<file path="config.mk">
export PLATFORM = sky130hd
export DESIGN_NAME = svpwm_hex_calc
export DESIGN_NICKNAME = d
export VERILOG_FILES = /design/src/rtl/svpwm_hex_pkg.sv /design/src/rtl/svpwm_sine_rom.sv /design/src/rtl/svpwm_lattice.sv /design/src/rtl/svpwm_state_map.sv /design/src/rtl/svpwm_hex_calc.sv
export SDC_FILE = /design/constraint.sdc
export NUM_CORES = 2
export LEC_CHECK = 0
export BUFFER_PORTS_ARGS = -buffer_cell sky130_fd_sc_hd__buf_4
export CAP_MARGIN = 20
export CORE_AREA = 10 10 322 324
export DETAILED_ROUTE_END_ITERATION = 16
export DIE_AREA = 0 0 332 334
export RECOVER_POWER = 100
export SYNTH_ARGS = -nofsm -noshare
export SYNTH_HDL_FRONTEND = slang
export SYNTH_SLANG_ARGS = --single-unit
</file>
<file path="constraint.sdc">
create_clock -name clk -period 7.8 [get_ports clk]
set_input_delay 0.39 -clock clk [delete_from_list [all_inputs] [get_ports clk]]
set_output_delay 0.39 -clock clk [all_outputs]
set_load 0.01 [all_outputs]
</file>
<file path="src/rtl/svpwm_hex_pkg.sv">
package svpwm_hex_pkg;
  localparam int COORD_W = 4;
  localparam int ST_W    = 3;
  localparam int PHASES  = 3;

  typedef struct packed {
    logic [COORD_W-1:0] x;
    logic [COORD_W-1:0] y;
  } vtx_t;

  typedef logic [PHASES*ST_W-1:0] triple_t;

  // Rotate (A,B,C) to (C,A,B).
  function automatic triple_t rot_right(input triple_t t);
    return {t[ST_W-1:0], t[PHASES*ST_W-1:ST_W]};
  endfunction
endpackage

</file>
<file path="src/rtl/svpwm_sine_rom.sv">
module svpwm_sine_rom #(
  parameter int TBL_N = 64,
  parameter int VAL_W = 16,
  localparam int IDX_W = $clog2(TBL_N + 1)
) (
  input  logic [IDX_W-1:0] idx_sin,
  input  logic [IDX_W-1:0] idx_cos,
  output logic [VAL_W-1:0] val_sin,
  output logic [VAL_W-1:0] val_cos
);
  localparam int MID = 1 << (VAL_W - 1);
  localparam int AMP = MID - 1;

  function automatic int entry(input int i);
    real a;
    a = (3.14159265358979 * i) / (2.0 * TBL_N);
    return MID + $rtoi(AMP * $sin(a) + 0.5);
  endfunction

  logic [VAL_W-1:0] tbl [TBL_N+1];

  for (genvar i = 0; i <= TBL_N; i++) begin : g_tbl
    assign tbl[i] = VAL_W'(entry(i));
  end

  assign val_sin = tbl[idx_sin];
  assign val_cos = tbl[idx_cos];
endmodule

</file>
<file path="src/rtl/svpwm_lattice.sv">
module svpwm_lattice import svpwm_hex_pkg::*; #(
  parameter int FRAC   = 14,
  parameter int VW     = FRAC + COORD_W,
  parameter int TIME_W = 16,
  parameter int TRI_W  = 6
) (
  input  logic signed [VW-1:0] vg,
  input  logic signed [VW-1:0] vh,
  output vtx_t                 vtx [PHASES],
  output logic [TIME_W-1:0]    ton [PHASES],
  output logic [TRI_W-1:0]     tri_local
);
  localparam int FULL = 1 << FRAC;

  logic [COORD_W-1:0] g, h, g1, h1;
  logic [FRAC-1:0]    fg, fh;
  logic [FRAC:0]      fsum;
  logic               upper;

  always_comb begin
    g     = COORD_W'(vg[VW-1:FRAC]);
    h     = COORD_W'(vh[VW-1:FRAC]);
    fg    = vg[FRAC-1:0];
    fh    = vh[FRAC-1:0];
    g1    = g + COORD_W'(1);
    h1    = h + COORD_W'(1);
    fsum  = {1'b0, fg} + {1'b0, fh};
    upper = fsum > (FRAC+1)'(FULL);
    tri_local = TRI_W'(g) + TRI_W'(h) + TRI_W'(1) + TRI_W'(upper);
    if (!upper) begin
      vtx[0] = '{x: g,  y: h};
      vtx[1] = '{x: g1, y: h};
      vtx[2] = '{x: g,  y: h1};
      ton[0] = TIME_W'(FULL) - TIME_W'(fsum);
      ton[1] = TIME_W'(fg);
      ton[2] = TIME_W'(fh);
    end else begin
      vtx[0] = '{x: g1, y: h};
      vtx[1] = '{x: g,  y: h1};
      vtx[2] = '{x: g1, y: h1};
      ton[0] = TIME_W'(FULL) - TIME_W'(fh);
      ton[1] = TIME_W'(FULL) - TIME_W'(fg);
      ton[2] = TIME_W'(fsum) - TIME_W'(FULL);
    end
  end
endmodule

</file>
<file path="src/rtl/svpwm_state_map.sv">
module svpwm_state_map import svpwm_hex_pkg::*; (
  input  logic [2:0] sector,
  input  vtx_t       vtx,
  output triple_t    triple
);
  logic [ST_W-1:0] xx, yy, xs;
  triple_t         base0, base1;

  always_comb begin
    xx    = ST_W'(vtx.x);
    yy    = ST_W'(vtx.y);
    xs    = xx + yy;
    base0 = {xs, yy, ST_W'(0)};
    base1 = {xx, xs, ST_W'(0)};
    case (sector)
      3'd0:    triple = base0;
      3'd1:    triple = base1;
      3'd2:    triple = rot_right(base0);
      3'd3:    triple = rot_right(base1);
      3'd4:    triple = rot_right(rot_right(base0));
      3'd5:    triple = rot_right(rot_right(base1));
      default: triple = '0;
    endcase
  end
endmodule

</file>
<file path="src/rtl/svpwm_hex_calc.sv">
module svpwm_hex_calc import svpwm_hex_pkg::*; #(
  parameter int RES_W  = 7,
  parameter int TBL_N  = 64,
  parameter int VAL_W  = 16,
  parameter int M_W    = 16,
  parameter int FRAC   = 14,
  parameter int TIME_W = 16,
  parameter int TRI_W  = 6,
  parameter int INV_R3 = 37837,
  parameter int INV_SH = 16,
  localparam int SECT_W = 3,
  localparam int TH_W   = RES_W + SECT_W,
  localparam int STW    = PHASES * ST_W
) (
  input  logic              clk,
  input  logic              rst_n,
  input  logic              start,
  input  logic [TH_W-1:0]   theta,
  input  logic [M_W-1:0]    mdepth,
  output logic              done,
  output logic [SECT_W-1:0] sector,
  output logic [TRI_W-1:0]  tri_idx,
  output logic [TIME_W-1:0] ton0,
  output logic [TIME_W-1:0] ton1,
  output logic [TIME_W-1:0] ton2,
  output logic [STW-1:0]    state0,
  output logic [STW-1:0]    state1,
  output logic [STW-1:0]    state2
);
  localparam int STEP   = (3 << (RES_W - 1)) / TBL_N;
  localparam int IDX_W  = $clog2(TBL_N + 1);
  localparam int MAG_W  = VAL_W - 1;
  localparam int VW     = FRAC + COORD_W;
  localparam int PA_W   = M_W + MAG_W;
  localparam int PQ_W   = M_W + INV_SH + 1;
  localparam int LAT    = 5;
  localparam int TH_MAX = 6 << RES_W;
  localparam int M_ONE  = 1 << (M_W - 1);

  // reset: asynchronous assert, synchronous release
  logic rst_meta, rst_s;
  always_ff @(posedge clk or negedge rst_n) begin
    if (!rst_n) {rst_s, rst_meta} <= 2'b00;
    else        {rst_s, rst_meta} <= {rst_meta, 1'b1};
  end

  // stage A: sector split and table index
  logic              a_vld;
  logic [SECT_W-1:0] a_sec, a_sec_n;
  logic [IDX_W-1:0]  a_idx, a_idx_n;
  logic [M_W-1:0]    a_m;

  always_comb begin
    a_sec_n = theta[TH_W-1:RES_W];
    a_idx_n = IDX_W'(32'(theta[RES_W-1:0]) / STEP);
  end

  always_ff @(posedge clk or negedge rst_s) begin
    if (!rst_s) begin
      a_vld <= 1'b0;
      a_sec <= '0;
      a_idx <= '0;
      a_m   <= '0;
    end else begin
      a_vld <= start;
      if (start) begin
        a_sec <= a_sec_n;
        a_idx <= a_idx_n;
        a_m   <= mdepth;
      end
    end
  end

  // quarter-wave table
  logic [IDX_W-1:0] idx_cos;
  logic [VAL_W-1:0] val_sin, val_cos;
  assign idx_cos = IDX_W'(TBL_N) - a_idx;

  svpwm_sine_rom #(.TBL_N(TBL_N), .VAL_W(VAL_W)) u_rom (
    .idx_sin (a_idx),
    .idx_cos (idx_cos),
    .val_sin (val_sin),
    .val_cos (val_cos)
  );

  // stage B: magnitudes
  logic              b_vld;
  logic [SECT_W-1:0] b_sec;
  logic [M_W-1:0]    b_m;
  logic [MAG_W-1:0]  b_sin, b_cos;

  always_ff @(posedge clk or negedge rst_s) begin
    if (!rst_s) begin
      b_vld <= 1'b0;
      b_sec <= '0;
      b_m   <= '0;
      b_sin <= '0;
      b_cos <= '0;
    end else begin
      b_vld <= a_vld;
      if (a_vld) begin
        b_sec <= a_sec;
        b_m   <= a_m;
        b_sin <= val_sin[MAG_W-1:0];
        b_cos <= val_cos[MAG_W-1:0];
      end
    end
  end

  // stage C: orthogonal components scaled by depth
  logic              c_vld;
  logic [SECT_W-1:0] c_sec;
  logic [M_W-1:0]    c_alpha, c_beta, alpha_n, beta_n;
  logic [PA_W-1:0]   prod_a, prod_b;

  always_comb begin
    prod_a  = PA_W'(b_m) * PA_W'(b_cos);
    prod_b  = PA_W'(b_m) * PA_W'(b_sin);
    alpha_n = prod_a[M_W-1 +: M_W];
    beta_n  = prod_b[M_W-1 +: M_W];
  end

  always_ff @(posedge clk or negedge rst_s) begin
    if (!rst_s) begin
      c_vld   <= 1'b0;
      c_sec   <= '0;
      c_alpha <= '0;
      c_beta  <= '0;
    end else begin
      c_vld <= b_vld;
      if (b_vld) begin
        c_sec   <= b_sec;
        c_alpha <= alpha_n;
        c_beta  <= beta_n;
      end
    end
  end

  // stage D: skewed-lattice coordinates
  logic                 d_vld;
  logic [SECT_W-1:0]    d_sec;
  logic signed [VW-1:0] d_vg, d_vh, vg_n, vh_n;
  logic [PQ_W-1:0]      prod_q;
  logic [M_W-1:0]       q_n;

  always_comb begin
    prod_q = PQ_W'(c_beta) * PQ_W'(INV_R3);
    q_n    = prod_q[INV_SH +: M_W];
    vg_n   = signed'(VW'(c_alpha)) - signed'(VW'(q_n));
    vh_n   = signed'(VW'(q_n) << 1);
  end

  always_ff @(posedge clk or negedge rst_s) begin
    if (!rst_s) begin
      d_vld <= 1'b0;
      d_sec <= '0;
      d_vg  <= '0;
      d_vh  <= '0;
    end else begin
      d_vld <= c_vld;
      if (c_vld) begin
        d_sec <= c_sec;
        d_vg  <= vg_n;
        d_vh  <= vh_n;
      end
    end
  end

  // stage E: triangle, dwell times, phase states
  vtx_t              vtx   [PHASES];
  logic [TIME_W-1:0] ton_n [PHASES];
  triple_t           st_n  [PHASES];
  logic [TRI_W-1:0]  tri_local, tri_n;

  svpwm_lattice #(.FRAC(FRAC), .VW(VW), .TIME_W(TIME_W), .TRI_W(TRI_W)) u_lat (
    .vg        (d_vg),
    .vh        (d_vh),
    .vtx       (vtx),
    .ton       (ton_n),
    .tri_local (tri_local)
  );

  for (genvar p = 0; p < PHASES; p++) begin : g_map
    svpwm_state_map u_map (
      .sector (d_sec),
      .vtx    (vtx[p]),
      .triple (st_n[p])
    );
  end

  assign tri_n = TRI_W'({d_sec, 2'b00}) + tri_local;

  logic              done_q;
  logic [SECT_W-1:0] sec_q;
  logic [TRI_W-1:0]  tri_q;
  logic [TIME_W-1:0] ton_q [PHASES];
  triple_t           st_q  [PHASES];

  always_ff @(posedge clk or negedge rst_s) begin
    if (!rst_s) begin
      done_q <= 1'b0;
      sec_q  <= '0;
      tri_q  <= '0;
      for (int p = 0; p < PHASES; p++) begin
        ton_q[p] <= '0;
        st_q[p]  <= '0;
      end
    end else begin
      done_q <= d_vld;
      if (d_vld) begin
        sec_q <= d_sec;
        tri_q <= tri_n;
        for (int p = 0; p < PHASES; p++) begin
          ton_q[p] <= ton_n[p];
          st_q[p]  <= st_n[p];
        end
      end
    end
  end

  assign done    = done_q;
  assign sector  = sec_q;
  assign tri_idx = tri_q;
  assign ton0    = ton_q[0];
  assign ton1    = ton_q[1];
  assign ton2    = ton_q[2];
  assign state0  = st_q[0];
  assign state1  = st_q[1];
  assign state2  = st_q[2];


  input_range_chk: assert property (@(posedge clk) disable iff (!rst_s)
    start |-> (32'(theta) < TH_MAX) && (32'(mdepth) <= M_ONE));


  table_offset_chk: assert property (@(posedge clk) disable iff (!rst_s)
    a_vld |-> val_sin[VAL_W-1] && val_cos[VAL_W-1]);


  lattice_sign_chk: assert property (@(posedge clk) disable iff (!rst_s)
    d_vld |-> !d_vg[VW-1] && !d_vh[VW-1]);


  tri_base_chk: assert property (@(posedge clk) disable iff (!rst_s)
    done |-> tri_idx > TRI_W'({sector, 2'b00}));


  ton_sum_chk: assert property (@(posedge clk) disable iff (!rst_s)
    done |-> (17'(ton0) + 17'(ton1) + 17'(ton2)) == 17'(1 << FRAC));


  done_lat_chk: assert property (@(posedge clk) disable iff (!rst_s)
    done |-> $past(start, LAT));
endmodule

</file>
==> run metrics <==
CP required=8.20 ns; maximum clock path buffer count=3; GRT overflow=0; Worst EP arrival=7.73 ns; crit-path cells=buf_4 -> nand2_1 -> fa_1 -> inv_1 -> fa_1 -> inv_1 -> fa_1 -> inv_1 -> ha_1 -> inv_1 -> fa_1 -> inv_1 -> fa_1 -> ha_1 -> o21a_1 -> o21ai_0 -> nor4b_1 -> or4b_2 -> o21ai_0 -> a21oi_1 -> or3_1 -> a21oi_1 -> xor2_1 -> mux2i_1; Root Driver=clkbuf_16; max-cap violations=9; Final period util=94.01%; Syn Area/Cell=about 9.1 um^2; Hold WC Path Type=input pin to flip-flop; DRT iter0 DRCs=about 1,500; Seq/Total Area, Yosys=~17%; top-area cell type share of the netlist area=26.67%; # rows=115; Worst-Skew Late Latency=0.61 ns; CP startpoint kind=flip-flop; vias in the first global route=26,460; area of the multi-input gates=0.02516 mm^2; core area=0.09756 mm^2; H-tree levels=1; setup violators final=0; diodes inserted=0; Die ar.=0.1109 mm^2; async set-or-reset flop fraction in the synthesized netlist=100.0%; unrepaired setup endpoints after global routing=no; kind of critical path=flip-flop to flip-flop; First-pass DRT Iterations=5; ratio of cells with drive above 1 in the final layout=7.064%; Slew HR=-144.6%; number of flops mapped to enable cells by yosys=0; Die Span Y=roughly 330 um; syn nets=4,571; register bit count reported by yosys=234; Ports=about 110; vias per inst=5.132; crit path max fanout=13; first-pass GRT wire length=144.7 mm; GRT Overall Usage=15.58%; vias post-DR=25,780; Cells after Synth=about 3,700; peak per-stage delay on the critical path=slightly below 0.8 ns; Pins Over Slew Limit=572; DRT antenna net count=0; Remaining DRCs=0; Area Growth Syn to Fin=8.557%; Layout Nets=between 4,000 and 5,000; minimum clock period=~7.3 ns; initial antenna violation count=1; failing checks=max-capacitance violations, max-slew violations; largest net degree at the start of global routing=148; worst clock skew=0.03897 ns; Detailed Route WL=approximately 87 mm; Die Wd=332 um; Slowest-stage cell, CP=dfrtp_1; top-count cell post-synth=inv_1; post-DP HPWL=67.83 mm; fill count=between 10,000 and 15,000; CTS sink count=~230; Port Buf Inserts=112; worst slew pin tran=around 3.7 ns; RD Place Congestion=0.8913; register area=0.005858 mm^2; outcome=finished, violations left; cell area after synthesis=0.03378 mm^2; Worst setup EP type=flip-flop; Initial Utilization=34.62%; Commonest cells post-synth=inv_1, nand2_1, fa_1; TritonCTS clock tree=built; Wirelength per Cell=17.37 um; CTS clock-pin slew for the worst setup and hold paths=roughly 0.060 ns; CTS Buf Count=30; synth warn=0; synth unique cells=87; top post-synthesis cells by area=fa_1, dfrtp_1, ha_1; f_max=136.4 MHz; Yosys top cell by area=fa_1; Final Hold Viols=0; dominant synthesized flop cell=dfrtp_1; Setup Total Neg Slack=0 ns
-- flip-flops by register name, summed over array words and instances, names as in the netlist, 9 cells and up --
signal   cells
state1       9
ton2        15
ton0        16
ton1        15
c_alpha     16
c_beta      16
b_sin       15
b_cos       15
state2       9
d_vh        16
state0       9
d_vg        17
a_m         16
b_m         16
-- per-stage QoR --
stage | setup WS (ns) | cells | util [%] | hold slack, ns | instance area (um^2)
after floorplan | 0.7509 | 3706 | - | 0.09441 | 33780
after global placement | 0.3911 | 4965 | 36.92 | 0.1752 | 36020
after detailed placement | 0.3114 | 4965 | 36.92 | 0.1785 | 36020
after CTS | 0.3397 | 5022 | 37.95 | 0.005516 | 37030
after global routing | 0.03672 | 5024 | 37.59 | 0.02062 | 36670
final | 0.4669 | 5024 | 37.59 | 0.03922 | 36670
-- cell usage in the layout, fill, tap and decap left out, types with 24 or more instances in the layout --
cell       netlist  layout
and2_1         194     193
a21oi_1        151     150
nor3_1          47      47
fa_1           450     450
nor2_1         203     203
inv_1          522     522
xnor2_1         86      83
mux2_2          80      77
mux2i_1         39      39
a31oi_1         49      49
clkbuf_16        0      30
nand2_1        460     460
ha_1           386     386
o211ai_1        26      26
xor2_1          34      33
a21o_1          24      24
nand3_1         36      36
clkbuf_1       199     104
o21ai_0        138     137
a211oi_1        30      30
dfrtp_1        234     232
buf_4            2      94
-- layer usage --
layer  part of all wire [%]  global-route usage (%)  wire (um)  vias to the layer above
met1                     47                   21.82      40610                    12810
met2                     46                   25.66      40420                      737
li1                       -                       -          -                    12130
met3                    5.2                   1.823       4523                      106
met5                      0                       0          0                        -
met4                    1.9                   3.184       1690                        0
-- path summary, 6_finish.rpt --
| path | endpoint | slack [ns] | depth (start not counted) | from |
|---|---|---|---|---|
| min reg2reg | rst_s | 0.34 | 0 | rst_meta |
| max | c_beta[12] | 0.47 | 24 | b_m[6] |
| max in group asynchronous | a_vld | 3.09 | 1 | rst_s |
| min in group asynchronous | rst_meta | 0.15 | 2 | rst_n |
| min | a_m[4] | 0.04 | 2 | mdepth[4] |
| max reg2reg | c_beta[12] | 0.47 | 24 | b_m[6] |
-- worst max-delay path: cells and delay by family (launching register included) --
family	cells	cell delay, ns
AOI/OAI and AO/OA	5	1.16
adders and majority gates	7	3.10
and+or+nand+nor	4	1.31
DFF	1	0.77
xor gates and xnor gates	1	0.17
buffers and inverters	6	0.56
muxes	1	0.08
-- repair_timing --
action | CTS | global route
hold buffers | 3 | 0
setup buffers | 0 | 1
hold endpoints to repair | 4 | 0
setup endpoints to repair | 0 | 7
gates resized for setup | 0 | 7
-- logic make-up after synthesis --
logic type | synth area share, %
AND/OR/NAND/NOR | 14.37
multiplexers | 4.089
other | 0.02223
flip-flops | 17.34
buffers and inverters | 8.301
AO/OA/AOI/OAI | 11.56
XOR/XNOR | 3.356
adder cells (fa/ha/maj) | 40.97
-- cell type report --
type	count	share of cell area, %
flip-flops and latches	234	15.98
multi-input cells	2732	68.61
clock buffers	45	2.365
well taps	1287	4.392
repair buffers	194	3.013
inverters	523	5.354
clock inverters	9	0.2935
Power is left out: the tool's default activity adds up to more than one toggle a clock period on the data nets, which glitch-free logic cannot reach.
